### src/rtl/dbg_rx_pkg.sv
package dbg_rx_pkg;

    typedef enum logic [2:0] {
        RX_IDLE,
        RX_START,
        RX_DATA,
        RX_PAR,
        RX_STOP
    } rx_state_e;

    localparam logic [2:0] PMODE_EVEN  = 3'b000;
    localparam logic [2:0] PMODE_ODD   = 3'b001;
    localparam logic [2:0] PMODE_SPACE = 3'b010;
    localparam logic [2:0] PMODE_MARK  = 3'b011;

endpackage

### src/rtl/dbg_rx_sync.sv
module dbg_rx_sync #(
    parameter int STAGES = 2
) (
    input  logic clk,
    input  logic rst_n,
    input  logic din,
    output logic dout
);
    logic [STAGES-1:0] sync_d, sync_q;

    always_comb begin
        sync_d = {sync_q[STAGES-2:0], din};
    end

    always_ff @(posedge clk or negedge rst_n) begin
        if (!rst_n) sync_q <= '1;
        else        sync_q <= sync_d;
    end

    assign dout = sync_q[STAGES-1];
endmodule

### src/rtl/dbg_rx_frame.sv
module dbg_rx_frame
    import dbg_rx_pkg::*;
#(
    parameter int DATA_BITS = 8,
    parameter int OSR       = 16
) (
    input  logic                 clk,
    input  logic                 rst_n,
    input  logic                 tick,
    input  logic                 rx,
    input  logic [2:0]           mode,
    output logic                 done,
    output logic [DATA_BITS-1:0] data,
    output logic                 perr,
    output logic                 ferr
);
    localparam int HALF = OSR / 2;
    localparam int CW   = $clog2(OSR);
    localparam int BW   = $clog2(DATA_BITS);

    typedef struct packed {
        rx_state_e            st;
        logic [CW-1:0]        cnt;
        logic [BW-1:0]        idx;
        logic [DATA_BITS-1:0] sh;
        logic                 perr;
        logic                 ferr;
        logic                 done;
    } frame_t;

    frame_t fr_d, fr_q;

    function automatic logic par_ref(input logic [1:0] m, input logic [DATA_BITS-1:0] d);
        case (m)
            PMODE_EVEN[1:0]:  return ^d;
            PMODE_ODD[1:0]:   return ~^d;
            PMODE_SPACE[1:0]: return 1'b0;
            default:          return 1'b1;
        endcase
    endfunction

    always_comb begin
        fr_d      = fr_q;
        fr_d.done = 1'b0;
        if (tick) begin
            case (fr_q.st)
                RX_IDLE: begin
                    if (!rx) begin
                        fr_d.st  = RX_START;
                        fr_d.cnt = '0;
                    end
                end
                RX_START: begin
                    if (fr_q.cnt == CW'(HALF - 1)) begin
                        fr_d.cnt = '0;
                        if (!rx) begin
                            fr_d.st   = RX_DATA;
                            fr_d.idx  = '0;
                            fr_d.perr = 1'b0;
                        end else begin
                            fr_d.st = RX_IDLE;
                        end
                    end else begin
                        fr_d.cnt = fr_q.cnt + 1'b1;
                    end
                end
                RX_DATA: begin
                    if (fr_q.cnt == CW'(OSR - 1)) begin
                        fr_d.cnt = '0;
                        fr_d.sh  = {rx, fr_q.sh[DATA_BITS-1:1]};
                        if (fr_q.idx == BW'(DATA_BITS - 1))
                            fr_d.st = mode[2] ? RX_STOP : RX_PAR;
                        else
                            fr_d.idx = fr_q.idx + 1'b1;
                    end else begin
                        fr_d.cnt = fr_q.cnt + 1'b1;
                    end
                end
                RX_PAR: begin
                    if (fr_q.cnt == CW'(OSR - 1)) begin
                        fr_d.cnt  = '0;
                        fr_d.perr = rx ^ par_ref(mode[1:0], fr_q.sh);
                        fr_d.st   = RX_STOP;
                    end else begin
                        fr_d.cnt = fr_q.cnt + 1'b1;
                    end
                end
                RX_STOP: begin
                    if (fr_q.cnt == CW'(OSR - 1)) begin
                        fr_d.cnt  = '0;
                        fr_d.ferr = !rx;
                        fr_d.done = 1'b1;
                        fr_d.st   = RX_IDLE;
                    end else begin
                        fr_d.cnt = fr_q.cnt + 1'b1;
                    end
                end
                default: fr_d.st = RX_IDLE;
            endcase
        end
    end

    always_ff @(posedge clk or negedge rst_n) begin
        if (!rst_n) fr_q <= '{st: RX_IDLE, default: '0};
        else        fr_q <= fr_d;
    end

    assign done = fr_q.done;
    assign data = fr_q.sh;
    assign perr = fr_q.perr;
    assign ferr = fr_q.ferr;
endmodule

### src/rtl/dbg_rx_status.sv
module dbg_rx_status #(
    parameter int DATA_BITS = 8
) (
    input  logic                 clk,
    input  logic                 rst_n,
    input  logic                 char_done,
    input  logic [DATA_BITS-1:0] char_data,
    input  logic                 char_perr,
    input  logic                 char_ferr,
    input  logic                 rd_en,
    input  logic                 clr_err,
    output logic [DATA_BITS-1:0] hold,
    output logic                 ready,
    output logic                 ovr,
    output logic                 pe,
    output logic                 fe
);
    typedef struct packed {
        logic [DATA_BITS-1:0] hold;
        logic                 ready;
        logic                 ovr;
        logic                 pe;
        logic                 fe;
    } stat_t;

    stat_t st_d, st_q;

    always_comb begin
        st_d = st_q;
        if (clr_err) begin
            st_d.ovr = 1'b0;
            st_d.pe  = 1'b0;
            st_d.fe  = 1'b0;
        end
        if (rd_en) st_d.ready = 1'b0;
        if (char_done) begin
            st_d.hold  = char_data;
            st_d.ready = 1'b1;
            if (st_q.ready && !rd_en) st_d.ovr = 1'b1;
            if (char_perr) st_d.pe = 1'b1;
            if (char_ferr) st_d.fe = 1'b1;
        end
    end

    always_ff @(posedge clk or negedge rst_n) begin
        if (!rst_n) st_q <= '0;
        else        st_q <= st_d;
    end

    assign hold  = st_q.hold;
    assign ready = st_q.ready;
    assign ovr   = st_q.ovr;
    assign pe    = st_q.pe;
    assign fe    = st_q.fe;
endmodule

### src/rtl/dbg_rx.sv
module dbg_rx #(
    parameter int DATA_BITS   = 8,
    parameter int OSR         = 16,
    parameter int SYNC_STAGES = 2
) (
    input  logic                 clk,
    input  logic                 rst_n,
    input  logic                 tick_16x,
    input  logic                 rx_line,
    input  logic [2:0]           parity_mode,
    input  logic                 rd_en,
    input  logic                 clr_err,
    output logic [DATA_BITS-1:0] rx_data,
    output logic                 st_ready,
    output logic                 st_overrun,
    output logic                 st_parity_err,
    output logic                 st_frame_err
);
    logic                 rx_s;
    logic                 char_done;
    logic [DATA_BITS-1:0] char_data;
    logic                 char_perr;
    logic                 char_ferr;

    dbg_rx_sync #(.STAGES(SYNC_STAGES)) u_sync (
        .clk  (clk),
        .rst_n(rst_n),
        .din  (rx_line),
        .dout (rx_s)
    );

    dbg_rx_frame #(.DATA_BITS(DATA_BITS), .OSR(OSR)) u_frame (
        .clk  (clk),
        .rst_n(rst_n),
        .tick (tick_16x),
        .rx   (rx_s),
        .mode (parity_mode),
        .done (char_done),
        .data (char_data),
        .perr (char_perr),
        .ferr (char_ferr)
    );

    dbg_rx_status #(.DATA_BITS(DATA_BITS)) u_status (
        .clk      (clk),
        .rst_n    (rst_n),
        .char_done(char_done),
        .char_data(char_data),
        .char_perr(char_perr),
        .char_ferr(char_ferr),
        .rd_en    (rd_en),
        .clr_err  (clr_err),
        .hold     (rx_data),
        .ready    (st_ready),
        .ovr      (st_overrun),
        .pe       (st_parity_err),
        .fe       (st_frame_err)
    );
endmodule

### config.mk
export PLATFORM = sky130hd
export DESIGN_NAME = dbg_rx
export DESIGN_NICKNAME = d
export VERILOG_FILES = /design/src/rtl/dbg_rx_pkg.sv /design/src/rtl/dbg_rx_sync.sv /design/src/rtl/dbg_rx_frame.sv /design/src/rtl/dbg_rx_status.sv /design/src/rtl/dbg_rx.sv
export SDC_FILE = /design/constraint.sdc
export NUM_CORES = 1
export LEC_CHECK = 0
export BUFFER_PORTS_ARGS = -buffer_cell sky130_fd_sc_hd__clkbuf_2
export CORE_MARGIN = 2
export CORE_UTILIZATION = 57
export DETAILED_ROUTE_END_ITERATION = 7
export PLACE_DENSITY = 0.78
export SETUP_SLACK_MARGIN = 0.3
export SYNTH_ARGS = -nofsm -noshare
export SYNTH_HDL_FRONTEND = slang
export SYNTH_SLANG_ARGS = --single-unit
### constraint.sdc
create_clock -name clk -period 2 [get_ports clk]
set_input_delay 0.6 -clock clk [delete_from_list [all_inputs] [get_ports clk]]
set_output_delay 0.6 -clock clk [all_outputs]
set_load 0.03 [all_outputs]
## Yosys cells after proc, flatten, opt, wreduce, memory -nomap -nowiden

Cells that the tools add are included.

| cells by class | value |
|---|---|
| multiplexer cells | 34 |
| $add $sub $neg | 2 |
| bitwise operators | 1 |
| equal/unequal tests | 17 |
| reduce and logical (&&, ||, !) cells | 18 |

Operator list:

| cell | count |
|---|---|
| 3-bit 2-to-1 mux | 10 |
| 3-bit case mux with 5 select lines | 1 |
| 1-bit 2-to-1 mux | 13 |
| 4-bit 2-to-1 mux | 3 |
| 4-bit case mux with 3 select lines | 1 |
| 11-bit 2-to-1 mux | 1 |
| 2-bit by 1-bit inequality test with 1-bit output (second input constant) | 5 |
| 3-bit AND reduction | 3 |
| 8-bit XNOR reduction | 1 |
| 8-bit parity | 1 |
| 7-bit 2-to-1 mux | 1 |
| 7-bit AND reduction | 1 |
| 3-bit by 2-bit equality test with 1-bit output (second input constant) | 2 |
| 3-bit equality test (second input constant) | 2 |
| 2-bit inequality test (second input constant) | 3 |
| 3-bit case mux with 2 select lines | 1 |
| 6-bit AND reduction | 1 |
| 2-bit nonzero test | 3 |
| 5-bit AND reduction | 1 |
| 4-bit by 1-bit adder with 4-bit output (second input constant) | 1 |
| 4-bit by 3-bit equality test with 1-bit output (second input constant) | 1 |
| 4-bit equality test (second input constant) | 1 |
| 3-bit by 1-bit adder with 3-bit output (second input constant) | 1 |
| 3-bit by 1-bit equality test with 1-bit output (second input constant) | 1 |
| 12 further kinds | 13 |

| storage, ports and cells | value |
|---|---|
| register bits | 35 |
| word-level logic and storage cells | 85 |
| input bits | 9 |

## Depth between registers and ports, before layout

| depth | value |
|---|---|
| depth after elaboration | 8 |
| gate-level depth with buffers | 6 |
| depth with buffers taken out | 6 |

## Hierarchy

A second synthesis with hierarchy kept.

| unflattened totals | value |
|---|---|
| cells, all modules | 151 |
| area, all modules | 1,773.0 µm² |

Modules (own cells, without submodules):

| module | cells each | instances | area each (µm²) |
|---|---|---|---|
| dbg_rx_frame | 122 | 1 | 1,249.9 |
| dbg_rx_status | 27 | 1 | 470.5 |
| dbg_rx_sync | 2 | 1 | 52.6 |

## Worst setup path before layout

OpenSTA, ideal clock, no wires.

| timing path | value |
|---|---|
| path kind | flip-flop to flip-flop |
| from | register u_frame.fr_q[18] in the netlist's numbering |
| to | register u_frame.fr_q[20] in the netlist's numbering |
| path buffers | 1 |
| stages on the path, launching flop included | 7 |
| arrival time | 1.572 ns |
| setup slack | 0.303 ns |
| clock period less this slack | 1.697 ns |
| cell sequence | dfrtp_1 -> buf_6 -> nor2b_1 -> a22oi_1 -> o211ai_2 -> nor4_2 -> mux2_2 |

| on the way | value |
|---|---|
| word-level cells in the longest chain between the ends | 3 |
| elaborated cells between the ends (all ways) | 13 |

RTL lines:

| item | line | RTL |
|---|---|---|
| start: declaration | dbg_rx_frame.sv:31 | `frame_t fr_d, fr_q;` |
| start signal: assignment | dbg_rx_frame.sv:105 | `else fr_q <= fr_d;` |
| 3-bit equality test, or another cell as far along | dbg_rx_frame.sv:46 | `case (fr_q.st)` |
| 2-bit by 1-bit inequality test with 1-bit output (no source line) / 2-bit inequality test (equally long branches) | - |  |
| 7-bit AND reduction (no source line) | - |  |

Parallel ways exist; a longest one is shown, timed or not.
A chain may end at the register's enable or synchronous reset.

## Worst setup path in the final report

| timing path | value |
|---|---|
| from | register u_frame.fr_q[20] in the netlist's numbering |
| to | register u_frame.fr_q[18] in the netlist's numbering |

The elaborated chain is that of the path after synthesis.

==> impl_metrics.yaml <==
outcome:
  status: "finished clean"
worst_setup_path:
  crit_path_top_delay_cell: "dfrtp_2"
  cp-start-kind: "flop"
  reg2reg_to: "u_frame.fr_q[18]"
  cp-end-kind: "flop"
  slowest_delay_ns: 0.46
  critical_path_buf_inv_count: 1
  r2r_slack_ns: 0.28
  cp_top_family: "simple AND/OR/NAND/NOR gates"
  cp.required_ns: 2.22
  arrival_ns: 1.95
  endpoint: "u_frame.fr_q[18]"
  worstRegToRegCells: 5
  cp_num_cells: 5
  crit_type: "flop to flop"
  crit_fanout: 7
  timing.rr.start: "u_frame.fr_q[20]"
  critical_path.cell_chain: "clkbuf_2 -> nand3b_1 -> o211ai_2 -> or3_1 -> a22o_1"
  crit_start: "u_frame.fr_q[20]"
floorplan:
  fp-row-count: 19
  start_util_pct: 61.5
  fp.dieW_um: 59.0
  core_area_um2: 2810
  ios: 21
  die_area_um2: 3480
  dieHeight_um: 59.0
global_routing:
  grt_pass1_wl_um: 5270
  antenna_found_initial: 0
  grt_usage_pct: 20.9
  grt_pass1_vias: 1171
  overflow: 0
  grt_max_degree: 36
timing:
  setup_tns_ns: 0
  hold_viol: 0
  fmax_ghz: 0.581
  slew_violations: 0
  fin_crit_ns: 1.72
  finalCritPeriodShare_pct: 86.1
  rsz0062_at_grt: "yes"
  setup_viol: 0
  skew_ns: 0.00788
  relSlewSlack_pct: 69.5
  tightest_slew_ns: 0.457
placed_design:
  place.gp.congestion: 0.825
  dp_hpwl_um: 2220
  io_buffers: 20
route:
  drt_iter0_drc: 37
  drc_errors: 0
  antenna_left: 0
  finalWirelength_um: 3590
  wl_per_cell_um: 16.7
  via_count: 1312
  drtPass1Iterations: 4
  viasPerCell: 6.10
power_and_ir_drop:
  pwr-share-clk_pct: 21.9
  p_switching_uw: 996
  cellLeakagePower_nw: 1.00
  p_comb_share_pct: 41.7
  swShare_pct: 34.8
  p_per_area_nw_per_um2: 1340
  total_power_mw: 2.87
  power_frac_seq_pct: 36.4
  peakVddDrop_mv: 0.917
  p_int_mw: 1.87
logic_synthesis:
  synthCells: 148
  ys_ff_latch: 35
  synth_area_per_cell_um2: 11.7
  yosys_warnings: 0
  synth.area.top_cells: "dfrtp_1, mux2_2, xnor2_1"
  ys_types: 47
  synth_top_area_share_pct: 47.9
  ys.flop_type: "dfrtp_1"
  async_flop_share_pct: 100
  syn_area_um2: 1730
  post-synth-top-area-cell: "dfrtp_1"
  yosysSeqAreaShare_pct: 50.9
  synth-edff-count: 0
  synth_nets: 160
cts:
  cts-htree-levels: 2
  path_clk_slew_ns: 0.11
  cts_root_buf: "clkbuf_4"
  cts_num_sinks: 35
  cts_tree: "yes"
  clk_latency_ns: 0.34
  clockBufferDepth: 2
  cts_buffers: 5
finish:
  nets: 195
  drive_above_1_share_pct: 46.2
  diodes: 0
  area_delta_synth_final_pct: 23.8
worst_hold_path:
  holdCritPathClass: "primary input to async pin"
job:
  maxCapViolCount: 0
## worst reg2reg max path: cells and delay by family, from the launching register on
kind,cells,cell delay [ns]
compound gates,2,0.42
buf+inv,1,0.20
flops,1,0.46
simple gates,2,0.53
## cell usage in the layout (no fill, tap or decap), types with 3 or more instances in the layout
cell type	n
nand2_1	8
inv_1	3
xnor2_1	8
dfrtp_1	29
buf_4	15
a22o_1	5
clkbuf_2	21
o211ai_1	3
mux2_2	16
nor2_1	5
nand3_1	5
dfrtp_2	4
o21ai_0	7
clkbuf_4	5
## per-stage QoR
step	util (%)	area (um2)	hold WS, ns	worst slack, ns	cells
floorplan	-	1730	0.304	0.303	148
global placement	65.7	1840	0.347	0.224	194
CTS	71.0	1990	0.280	0.281	205
detailed placement	65.7	1840	0.347	0.128	194
global route	76.1	2140	0.296	0.219	215
finish	76.1	2140	0.271	0.279	215
## cell families after synthesis
group,after synthesis,synth area share [%]
simple gates,38,12.5
fa+ha+maj,3,2.18
flops,35,50.9
compound gates,32,13.9
mux,19,12.3
xor+xnor,10,5.08
buf+inv,11,3.19
## synthesized netlist by cell type, types with 2 or more instances
master / count
xnor2_1: 8
buf_2: 5
dfrtp_1: 33
ha_1: 3
nor2_1: 5
nor3_1: 2
a21oi_1: 2
and3_1: 2
inv_1: 3
nor2b_1: 2
o211ai_1: 3
nor3b_1: 2
xor2_1: 2
nand3_1: 6
a22o_1: 5
o21ai_0: 7
nand2_1: 8
dfstp_2: 2
and2_1: 2
mux2_2: 18
a21o_1: 2
## power by group through the flow
stage | Clock, mW | Combinational (mW) | Sequential (mW)
6_report | 0.628 | 1.19 | 1.04
5_1_grt | 0.671 | 1.29 | 1.06
4_1_cts | 0.634 | 0.904 | 1.03
3_5_place_dp | 0 | 0.815 | 1.04
3_3_place_gp | 0 | 0.779 | 1.03
2_1_floorplan | 0 | 0.764 | 0.946
## layer usage
| metal | track usage, % | part of all wire [%] | up-vias |
|---|---|---|---|
| met4 | 8.77 | 2.1 | 0 |
| met3 | 6.55 | 4.5 | 12 |
| met2 | 32.5 | 50 | 43 |
| li1 | - | - | 611 |
| met1 | 27.1 | 43 | 646 |
| met5 | 0 | 0 | - |
## state kept, by name, summed over array words and instances, names as in the netlist
| register | count |
|---|---|
| u_status.ready | 1 |
| u_status.hold | 8 |
| u_status.ovr | 1 |
| u_frame.ferr | 1 |
| u_status.fe | 1 |
| u_frame.fr_q | 10 |
| u_frame.done | 1 |
| u_status.pe | 1 |
| u_sync.sync_q | 2 |
| u_frame.data | 8 |
| u_frame.perr | 1 |
## worst min path at each step
stage | startpoint | endpoint | slack (ns) | cells past startpoint
detailed placement | u_sync.sync_q[0] | u_sync.sync_q[1] | 0.35 | 0
CTS | rst_n | u_status.hold[1] | 0.28 | 2
global route | rst_n | u_frame.fr_q[15] | 0.30 | 2
finish | rst_n | u_status.hold[1] | 0.27 | 2
floorplan | rst_n | u_frame.data[0] | 0.30 | 0
global placement | u_sync.sync_q[0] | u_sync.sync_q[1] | 0.35 | 0
## repair_timing
action | in CTS | in global routing
pin swaps | 2 | 6
setup endpoints to repair | 14 | 15
hold buffers | 0 | 0
resized for setup | 9 | 15
buffers inserted | 3 | 10
## cell type report
| class | count | area [um2] |
|---|---|---|
| Multi-Input combinational cell | 102 | 883 |
| Sequential cell | 35 | 883 |
| Tap cell | 31 | 38.8 |
| Timing Repair Buffer | 36 | 218 |
| Inverter | 3 | 11.3 |
| Fill cell | 183 | 669 |
| Clock inverter | 2 | 60.1 |
| Clock buffer | 6 | 41.3 |
No activity file was read; power rests on OpenSTA's default activity.
